### src/rtl/rxq_pkg.sv
package rxq_pkg;
  localparam int STAT_W = 3;

  typedef struct packed {
    logic brk;
    logic ferr;
    logic perr;
  } rx_stat_t;
endpackage

### src/rtl/rxq_store.sv
module rxq_store #(
  parameter int DEPTH  = 3,
  parameter int W      = 11,
  parameter int STAT_W = 3
) (
  input  logic              clk,
  input  logic              rst,
  input  logic              wr_en,
  input  logic [W-1:0]      wr_word,
  input  logic              rd_en,
  output logic [W-1:0]      head_word,
  output logic [STAT_W-1:0] next_stat,
  output logic [$clog2(DEPTH+1)-1:0] count
);
  localparam int PTR_W = (DEPTH > 1) ? $clog2(DEPTH) : 1;
  localparam int CNT_W = $clog2(DEPTH+1);

  logic [W-1:0]     mem [DEPTH];
  logic [PTR_W-1:0] wr_ptr, rd_ptr;

  function automatic logic [PTR_W-1:0] bump(input logic [PTR_W-1:0] p);
    return (p == PTR_W'(DEPTH-1)) ? '0 : p + 1'b1;
  endfunction

  // storage without reset so it maps onto RAM
  always_ff @(posedge clk) begin
    if (wr_en) mem[wr_ptr] <= wr_word;
  end

  always_ff @(posedge clk) begin
    if (rst) begin
      wr_ptr <= '0;
      rd_ptr <= '0;
      count  <= '0;
    end else begin
      if (wr_en) wr_ptr <= bump(wr_ptr);
      if (rd_en) rd_ptr <= bump(rd_ptr);
      case ({wr_en, rd_en})
        2'b10:   count <= count + 1'b1;
        2'b01:   count <= count - 1'b1;
        default: count <= count;
      endcase
    end
  end

  assign head_word = mem[rd_ptr];
  assign next_stat = mem[bump(rd_ptr)][STAT_W-1:0];

  p_no_overflow_r1: assert property (@(posedge clk) disable iff (rst)
    wr_en |-> (count != CNT_W'(DEPTH)) || rd_en);
  p_no_underflow_r6: assert property (@(posedge clk) disable iff (rst)
    rd_en |-> count != '0);
  p_count_bound_r2: assert property (@(posedge clk) disable iff (rst)
    count <= CNT_W'(DEPTH));
endmodule

### src/rtl/rxq_hold.sv
module rxq_hold #(
  parameter int W = 11
) (
  input  logic         clk,
  input  logic         rst,
  input  logic         load,
  input  logic [W-1:0] load_word,
  input  logic         take,
  input  logic         drop,
  output logic         valid,
  output logic [W-1:0] word
);
  always_ff @(posedge clk) begin
    if (rst) begin
      valid <= 1'b0;
      word  <= '0;
    end else begin
      if (load) begin
        valid <= 1'b1;
        word  <= load_word;
      end else if (take || drop) begin
        valid <= 1'b0;
      end
    end
  end

  p_take_needs_valid_r7: assert property (@(posedge clk) disable iff (rst)
    (take || drop) |-> valid);
endmodule

### src/rtl/rxq_status.sv
module rxq_status
  import rxq_pkg::*;
(
  input  logic     clk,
  input  logic     rst,
  input  logic     block_mode,
  input  logic     clr,
  input  logic     arrive,
  input  rx_stat_t arrive_stat,
  input  logic     head_valid,
  input  rx_stat_t head_stat,
  input  logic     ovr_set,
  output rx_stat_t stat_out,
  output logic     overrun
);
  rx_stat_t acc;

  always_ff @(posedge clk) begin
    if (rst) begin
      acc     <= '0;
      overrun <= 1'b0;
    end else begin
      acc <= (clr ? rx_stat_t'('0) : acc) | (arrive ? arrive_stat : rx_stat_t'('0));
      if (ovr_set)  overrun <= 1'b1;
      else if (clr) overrun <= 1'b0;
    end
  end

  always_comb begin
    if (block_mode)      stat_out = acc;
    else if (head_valid) stat_out = head_stat;
    else                 stat_out = '0;
  end

  p_overrun_sticky_r9: assert property (@(posedge clk) disable iff (rst)
    (overrun && !clr) |=> overrun);
  p_overrun_clear_r9: assert property (@(posedge clk) disable iff (rst)
    (clr && !ovr_set) |=> !overrun);
  p_acc_monotone_r5: assert property (@(posedge clk) disable iff (rst)
    (!clr && !arrive) |=> $stable(acc));
endmodule

### src/rtl/rx_status_fifo.sv
module rx_status_fifo
  import rxq_pkg::*;
#(
  parameter int DATA_W = 8,
  parameter int DEPTH  = 3
) (
  input  logic              clk,
  input  logic              rst,
  input  logic              wr_valid,
  input  logic [DATA_W-1:0] wr_data,
  input  logic              wr_perr,
  input  logic              wr_ferr,
  input  logic              wr_brk,
  input  logic              rx_start,
  input  logic              rd_pop,
  input  logic              block_mode,
  input  logic              clr_err,
  output logic [DATA_W-1:0] rd_data,
  output logic              stat_perr,
  output logic              stat_ferr,
  output logic              stat_brk,
  output logic              rx_rdy,
  output logic              fifo_full,
  output logic              overrun
);
  localparam int W     = DATA_W + STAT_W;
  localparam int CNT_W = $clog2(DEPTH+1);

  logic [CNT_W-1:0]  count;
  logic [W-1:0]      head_word, push_word, hold_word, wr_word;
  logic [STAT_W-1:0] next_stat;
  logic              hold_valid, pop_ok, room, wr_en;
  logic              hold_take, hold_load, hold_drop, ovr_set;
  logic              arrive, arrive_from_pop;
  rx_stat_t          arrive_stat, head_stat, stat_out;

  assign push_word = {wr_data, wr_brk, wr_ferr, wr_perr};
  assign rx_rdy    = (count != '0);
  assign fifo_full = (count == CNT_W'(DEPTH));
  assign pop_ok    = rd_pop && rx_rdy;
  assign room      = !fifo_full || pop_ok;

  // held character has priority over a fresh one for the free slot
  assign wr_word   = hold_valid ? hold_word : push_word;
  assign wr_en     = room && (hold_valid || wr_valid);
  assign hold_take = hold_valid && room;
  assign hold_load = wr_valid && (hold_valid || !room);
  assign hold_drop = rx_start && hold_valid && !hold_take;
  assign ovr_set   = hold_drop || (wr_valid && hold_valid && !hold_take);

  // which entry becomes oldest this cycle
  assign arrive_from_pop = pop_ok && (count >= CNT_W'(2));
  assign arrive = arrive_from_pop ||
                  (wr_en && ((count == '0) || ((count == CNT_W'(1)) && pop_ok)));
  assign arrive_stat = arrive_from_pop ? rx_stat_t'(next_stat)
                                       : rx_stat_t'(wr_word[STAT_W-1:0]);
  assign head_stat = rx_stat_t'(head_word[STAT_W-1:0]);

  rxq_store #(.DEPTH(DEPTH), .W(W), .STAT_W(STAT_W)) u_store (
    .clk       (clk),
    .rst       (rst),
    .wr_en     (wr_en),
    .wr_word   (wr_word),
    .rd_en     (pop_ok),
    .head_word (head_word),
    .next_stat (next_stat),
    .count     (count)
  );

  rxq_hold #(.W(W)) u_hold (
    .clk       (clk),
    .rst       (rst),
    .load      (hold_load),
    .load_word (push_word),
    .take      (hold_take),
    .drop      (hold_drop),
    .valid     (hold_valid),
    .word      (hold_word)
  );

  rxq_status u_status (
    .clk         (clk),
    .rst         (rst),
    .block_mode  (block_mode),
    .clr         (clr_err),
    .arrive      (arrive),
    .arrive_stat (arrive_stat),
    .head_valid  (rx_rdy),
    .head_stat   (head_stat),
    .ovr_set     (ovr_set),
    .stat_out    (stat_out),
    .overrun     (overrun)
  );

  assign rd_data   = rx_rdy ? head_word[W-1:STAT_W] : '0;
  assign stat_perr = stat_out.perr;
  assign stat_ferr = stat_out.ferr;
  assign stat_brk  = stat_out.brk;

  p_hold_only_full_r7: assert property (@(posedge clk) disable iff (rst)
    hold_valid |-> fifo_full);
  p_full_implies_rdy_r2: assert property (@(posedge clk) disable iff (rst)
    fifo_full |-> rx_rdy);
  p_no_loss_on_pop_r10: assert property (@(posedge clk) disable iff (rst)
    (rd_pop && fifo_full && !clr_err) |=> $stable(overrun));
  p_hold_keeps_full_r8: assert property (@(posedge clk) disable iff (rst)
    (hold_valid && !rd_pop) |=> fifo_full);
endmodule

### config.mk
export PLATFORM = sky130hd
export DESIGN_NAME = rx_status_fifo
export DESIGN_NICKNAME = d
export VERILOG_FILES = /design/src/rtl/rxq_pkg.sv /design/src/rtl/rxq_store.sv /design/src/rtl/rxq_hold.sv /design/src/rtl/rxq_status.sv /design/src/rtl/rx_status_fifo.sv
export SDC_FILE = /design/constraint.sdc
export NUM_CORES = 1
export LEC_CHECK = 0
export BUFFER_PORTS_ARGS = -buffer_cell sky130_fd_sc_hd__buf_2
export CORE_MARGIN = 2
export CORE_UTILIZATION = 35
export CTS_BUF_LIST = sky130_fd_sc_hd__clkbuf_16
export DETAILED_ROUTE_END_ITERATION = 10
export PLACE_DENSITY_LB_ADDON = 0.15
export SETUP_SLACK_MARGIN = 0.5
export SKIP_CTS_REPAIR_TIMING = 1
export SYNTH_ARGS = -nofsm -noshare
export SYNTH_HDL_FRONTEND = slang
export SYNTH_HIERARCHICAL = 1
export SYNTH_SLANG_ARGS = --single-unit
### constraint.sdc
create_clock -name clk -period 2.65 [get_ports clk]
set_input_delay 0.265 -clock clk [delete_from_list [all_inputs] [get_ports clk]]
set_output_delay 0.265 -clock clk [all_outputs]
set_load 0.005 [all_outputs]
==> results of run 1 <==
sequential cells by signal, indices dropped and copies added (netlist names), named ones only:
signal	flops
u_hold/valid	1
u_status/acc	3
u_store/rd_ptr	2
u_store/wr_ptr	2
u_hold/word	11
u_store/mem	33
u_status/overrun	1
u_store/count	2
layout by cell type, fill, tap and decap left out, drive strengths merged, types with 2 or more instances in the layout:
| cell | netlist | final |
|---|---|---|
| clkbuf | 4 | 9 |
| buf | 6 | 36 |
| nand2b | 4 | 4 |
| mux2i | 25 | 25 |
| inv | 5 | 7 |
| clkinv | 0 | 5 |
| dfxtp | 24 | 24 |
| edfxtp | 33 | 33 |
| nor2 | 18 | 18 |
| o21ai | 18 | 18 |
| a21oi | 9 | 9 |
| mux2 | 14 | 14 |
| nand2 | 26 | 26 |
| nor2b | 11 | 11 |
| and3b | 2 | 2 |
Yosys cell counts, types with 3 or more instances:
master / count / area, µm²
a21oi_1: 9 / 45.04
buf_2: 3 / 15.01
clkbuf_1: 4 / 15.01
dfxtp_1: 24 / 480.5
edfxtp_1: 33 / 991.0
inv_1: 5 / 18.77
mux2_2: 11 / 123.9
mux2_4: 3 / 45.04
mux2i_1: 25 / 250.2
nand2_1: 26 / 97.59
nand2b_1: 4 / 25.02
nor2_1: 18 / 67.56
nor2b_1: 11 / 68.82
o21ai_0: 18 / 90.09
cells by family (layout without fill, tap and decap cells):
family | count (synthesis) | count (layout)
flip-flops | 57 | 57
adder cells (fa/ha/maj) | 1 | 1
buffers and inverters | 15 | 57
XOR/XNOR | 2 | 2
multiplexers | 39 | 39
AO/OA/AOI/OAI | 31 | 31
AND/OR/NAND/NOR | 68 | 68
final cells by class:
class / instances / area share [%]
timing repair buffer: 36 / 6.401
multi-input combinational: 141 / 31.59
tap: 96 / 3.990
clock buffer: 9 / 7.481
sequential: 57 / 48.92
clock inverter: 7 / 0.9975
inverter: 5 / 0.6234
final timing paths:
| check | end | depth (start not counted) | start |
|---|---|---|---|
| hold / removal | u_hold/word[3]$_SDFFE_PP0P_ | 3 | wr_data[0] |
| hold reg to reg | u_status/overrun$_SDFFE_PP0P_ | 2 | u_status/overrun$_SDFFE_PP0P_ |
| setup reg to reg | u_store/count[1]$_SDFFE_PP0P_ | 6 | u_store/count[0]$_SDFFE_PP0P_ |
| setup / recovery | stat_brk | 5 | register |
metal layers:
metal	GRT usage [%]	routed length (µm)	vias to the layer above
li1	-	-	827
met1	19.30	2372	783
met2	20.16	2154	26
met3	4.291	212	9
met4	7.438	105	0
met5	0	0	-
worst max-delay path: stages (launching register included):
cell	delay [ps]
dfxtp_1	760
nand2_1	90
o21ai_0	140
nand2_1	80
o21ai_0	130
buf_2	130
through the flow:
stage | worst slack [ps] | power (mW) | area [µm²]
after floorplan | 776.5 | 1.486 | 2501
after global placement | 838.8 | 1.698 | 2754
after detailed placement | 809.0 | 1.706 | 2754
after CTS | 543.5 | 2.682 | 3009
after global routing | 516.8 | 2.804 | 3010
final | 729.3 | 2.643 | 3010
power by group:
part / total, mW / internal, mW / switching [mW]
Combinational: 0.556 / 0.269 / 0.287
Sequential: 1.12 / 1.04 / 0.0792
Clock: 0.969 / 0.610 / 0.359
==> flow_metrics.env, run 1 <==
export IMPL_leakage_nw=1.113
export IMPL_syn_inst=213
export IMPL_placed_cells=335
export IMPL_num_rows=30
export IMPL_arrival_ps=1660
export IMPL_final_antenna_net_count=0
export IMPL_numCtsBuffers=9
export IMPL_synthMuxAreaShare_pct=16.79
export IMPL_finClkSkew_ps=7.588
export IMPL_p_per_area_mw_per_mm2=877.8
export IMPL_cts_sinks=57
export IMPL_clk_latency_ps=320
export IMPL_multiInputGateArea_um2=950.9
export IMPL_core_mm2=0.006832
export IMPL_max_freq_mhz=520.7
export IMPL_vias_per_cell=4.687
export IMPL_die_w_um=88.45
export IMPL_relSlewSlack_pct=53.82
export IMPL_synth_avg_cell_area_um2=11.72
export IMPL_drc=0
export IMPL_grt_pass1_wl_mm=7.921
export IMPL_cts_tree="done"
export IMPL_setup_violations=0
export IMPL_dr_first_iter_drc_count=73
export IMPL_wl_per_cell_um=13.80
export IMPL_hold_violations=0
export IMPL_synth_fa_ha_area_share_pct=0.5013
export IMPL_path_clk_slew_ps=50
export IMPL_synth_edf_count=33
export IMPL_startpoint_type="register"
export IMPL_ff2ff_setup_slack_ps=810
export IMPL_fp_dieH_um=88.45
export IMPL_final_cell_count_no_fill=351
export IMPL_track_usage_pct=14.12
export IMPL_ys_seq_elements=57
export IMPL_area_growth_pct=20.60
export IMPL_nets=269
export IMPL_n_antenna_cell=0
export IMPL_synth_cell_types=31
export IMPL_ir_drop_uv=413.5
export IMPL_finalSetupTns_ps=0
export IMPL_syn_area_mm2=0.002496
export IMPL_synth_async_reset_ratio_pct=0
export IMPL_initial_utilization_pct=36.54
export IMPL_die_area_mm2=0.007823
export IMPL_synthFlopType="edfxtp_1"
export IMPL_fill_cells=682
export IMPL_ctsLongestPathBuffers=2
export IMPL_hold_class="in -> reg"
export IMPL_end_kind="primary output"
export IMPL_critPathKind="reg -> out"
export IMPL_cap_violations=0
export IMPL_place_gp_congestion=0.7142
export IMPL_synth_warning_count=6
export IMPL_rsz0062_at_grt="false"
export IMPL_syn_nets=232
export IMPL_post_synth_and_or_nand_nor_area_fraction_pct=12.98
export IMPL_antenna_found_initial=0
export IMPL_dr_pass1_iters=4
export IMPL_dp_hpwl_mm=3.309
export IMPL_slew_violations=0
export IMPL_synthXorXnorAreaFrac_pct=0.7018
export IMPL_tightest_slew_ps=691.8
export IMPL_grt_pass1_vias=1599
export IMPL_status="finished clean"
export IMPL_required_ps=2380
export IMPL_portBuffers=31
export IMPL_overflow=0
export IMPL_vias=1645
export IMPL_hold_ws_ps=191.5
export IMPL_utilization_pct=44.07
export IMPL_synth_top_family_by_area="multiplexers"
export IMPL_min_period_ps=1921
export IMPL_path_max_fanout=22
export IMPL_synth_compound_area_share_pct=6.917
export IMPL_final_layout_size_suffix_gt1_share_pct=25.49
export IMPL_regArea_mm2=0.001473
export IMPL_ioPinCount=32
export IMPL_cts_max_level=3
export IMPL_ys_seq_area_share_pct=58.95
export IMPL_fin_crit_sh_pct=72.48
export IMPL_routed_wl_mm=4.844
export IMPL_grt_max_degree=23
export IMPL_cts_root_buf="clkbuf_16"
Note: power is estimated with default switching activity, not from simulation.
==> run 2: changes to the inputs <==
- ABC_AREA: unset -> 1
- clock period: 2.65 -> 1.57 ns (I/O delays scaled with it)
==> flow_metrics.env, run 2 <==
export IMPL_status="finished clean"
export IMPL_synthFlopType="edfxtp_1"
export IMPL_portBuffers=31
export IMPL_required_ps=1410
export IMPL_syn_area_mm2=0.002621
export IMPL_synth_avg_cell_area_um2=8.680
export IMPL_dp_hpwl_mm=4.025
export IMPL_ioPinCount=32
export IMPL_slew_violations=0
export IMPL_hold_ws_ps=77.21
export IMPL_crit_family="buffers and inverters"
export IMPL_yosysMostFrequentCell="nand2_1"
export IMPL_finalSetupTns_ps=0
export IMPL_dp_slack_ps=103.0
export IMPL_synth_cell_types=23
export IMPL_worst_slack_ps=64.70
export IMPL_ys_seq_elements=57
export IMPL_wl_met2_mm=3.066
export IMPL_fill_cells=657
export IMPL_wl_per_cell_um=13.63
export IMPL_fp_dieH_um=90.54
export IMPL_critPathKind="reg -> out"
export IMPL_finClkSkew_ps=2.878
export IMPL_track_usage_pct=14.83
export IMPL_ys_seq_area_share_pct=56.13
export IMPL_path_buf_inv=3
export IMPL_tightest_slew_ps=358.9
export IMPL_drc=0
export IMPL_grt_max_degree=19
export IMPL_grt_pass1_wl_mm=9.342
export IMPL_n_antenna_cell=0
export IMPL_post_synth_top_area_cell="edfxtp_1"
export IMPL_dr_pass1_iters=4
export IMPL_wl_met3_um=244
export IMPL_synth_top_family_by_area="simple AND/OR/NAND/NOR gates"
export IMPL_numCtsBuffers=9
export IMPL_final_cell_mix="nand2_1, edfxtp_1, buf_2"
export IMPL_cts_root_buf="clkbuf_16"
export IMPL_final_layout_size_suffix_gt1_share_pct=48.92
export IMPL_ctsLongestPathBuffers=2
export IMPL_synth_async_reset_ratio_pct=0
export IMPL_m1WireLength_mm=3.002
export IMPL_end_kind="primary output"
export IMPL_final_common_cell="nand2_1"
export IMPL_ir_drop_uv=704.2
export IMPL_rsz0062_at_grt="true"
export IMPL_cpPeakStageDelay_ps=380
export IMPL_p_per_area_mw_per_mm2=1279
export IMPL_core_mm2=0.007253
export IMPL_cts_tree="done"
export IMPL_top_regs="u_store/mem x33, u_hold/word x11, u_status/acc x3"
export IMPL_path_max_fanout=5
export IMPL_synth_area_leaders="edfxtp_1, dfxtp_1, nand2_1"
export IMPL_synthMuxAreaShare_pct=0
export IMPL_hold_class="in -> reg"
export IMPL_path_clk_slew_ps=50
export IMPL_die_w_um=90.54
export IMPL_grt_pass1_vias=1981
export IMPL_cts_sinks=57
export IMPL_clk_latency_ps=320
export IMPL_final_antenna_net_count=0
export IMPL_dr_first_iter_drc_count=116
export IMPL_hold_violations=0
export IMPL_netlist_top_cells_count="nand2_1, edfxtp_1, a21oi_1"
export IMPL_cap_violations=0
export IMPL_slowest_stage="dfxtp_4"
export IMPL_place_gp_congestion=0.7925
export IMPL_relSlewSlack_pct=75.98
export IMPL_crit_top_cell="nor2_1"
export IMPL_synth_warning_count=6
export IMPL_cts_max_level=3
export IMPL_area_growth_pct=48.21
export IMPL_finalPower_mw=4.967
export IMPL_min_period_ps=1505
export IMPL_startpoint_type="register"
export IMPL_num_rows=31
export IMPL_synth_edf_count=33
export IMPL_syn_inst=302
export IMPL_routed_wl_mm=6.421
export IMPL_fin_crit_sh_pct=95.88
export IMPL_top_register="u_store/mem"
export IMPL_vias=2194
export IMPL_max_freq_mhz=664.3
export IMPL_synth_compound_area_share_pct=11.26
export IMPL_route_top_layer_used="met4"
export IMPL_nets=386
export IMPL_largest_register_ffs=33
export IMPL_synthXorXnorAreaFrac_pct=0
export IMPL_die_area_mm2=0.008197
export IMPL_antenna_found_initial=0
export IMPL_synth_fa_ha_area_share_pct=0.4773
export IMPL_post_synth_and_or_nand_nor_area_fraction_pct=23.82
export IMPL_initial_utilization_pct=36.14
export IMPL_syn_nets=321
export IMPL_vias_per_cell=4.658
export IMPL_yosysTopAreaCellShare_pct=37.80
export IMPL_worstPathCellList="clkinvlp_2 -> nor2_1 -> a21oi_1 -> inv_1 -> nor2_1 -> buf_2"
export IMPL_setup_violations=0
export IMPL_arrival_ps=1350
export IMPL_leakage_nw=1.607
export IMPL_overflow=0
## run 2: cell types whose count changed after synthesis, moves of 8 or more
cell	delta
inv_1	+22
nand2_1	+73
inv_2	+8
nand3_1	+10
mux2i_1	-25
nor2b_1	-11
nor2_1	+11
a21oi_2	+12
a21oi_1	+23
mux2_2	-11
o21ai_0	-15
## run 2: stage by stage
step,instance area (µm²),util [%],std cells
4_1_cts,3269,45.07,445
6_report,3885,53.56,471
2_1_floorplan,2723,-,302
5_1_grt,3885,53.56,471
3_3_place_gp,2973,40.99,429
3_5_place_dp,2973,40.99,429
## run 2: worst paths after layout
check | start | endpoint | slack (ps) | depth (start not counted)
setup reg to reg | u_store/count[0]$_SDFFE_PP0P_ | u_store/count[1]$_SDFFE_PP0P_ | 150 | 10
hold reg to reg | u_hold/word[5]$_SDFFE_PP0P_ | u_hold/word[5]$_SDFFE_PP0P_ | 470 | 2
setup / recovery | register | rd_data[2] | 60 | 6
hold / removal | wr_data[6] | u_hold/word[9]$_SDFFE_PP0P_ | 80 | 3
## run 2: layer usage
metal,track usage (%),vias to the layer above
met5,0,-
li1,-,1124
met1,18.84,1020
met3,4.758,9
met4,7.051,0
met2,22.89,41
## run 2: tightest hold or removal path: stages
cell     delay [ps]
buf_2           110
nand2_2          50
a21oi_2          40
## run 2: cells by family (layout without fill, tap and decap cells)
kind of cell / after synthesis / in the layout
flip-flops: 57 / 57
adder cells (fa/ha/maj): 1 / 1
buffers and inverters: 44 / 114
AND/OR/NAND/NOR: 151 / 151
AO/OA/AOI/OAI: 49 / 49
## run 2: final cells by class
type                    instances  area (µm²)  area share, %
clock buffers                   9       225.2          5.797
clock inverters                 7       71.32          1.836
inverters                      35       207.7          5.346
multi-input cells             201        1272          32.75
flip-flops and latches         57        1495          38.49
well taps                      99       123.9          3.188
repair buffers                 59       455.4          11.72
repair inverters                4       33.78         0.8696
## run 2: where the power goes
part | switching (mW) | total [mW] | internal, mW | leakage [nW]
clock | 0.674 | 1.90 | 1.22 | 0.139
sequential | 0.0972 | 1.82 | 1.72 | 0.506
combinational | 0.705 | 1.26 | 0.551 | 0.962
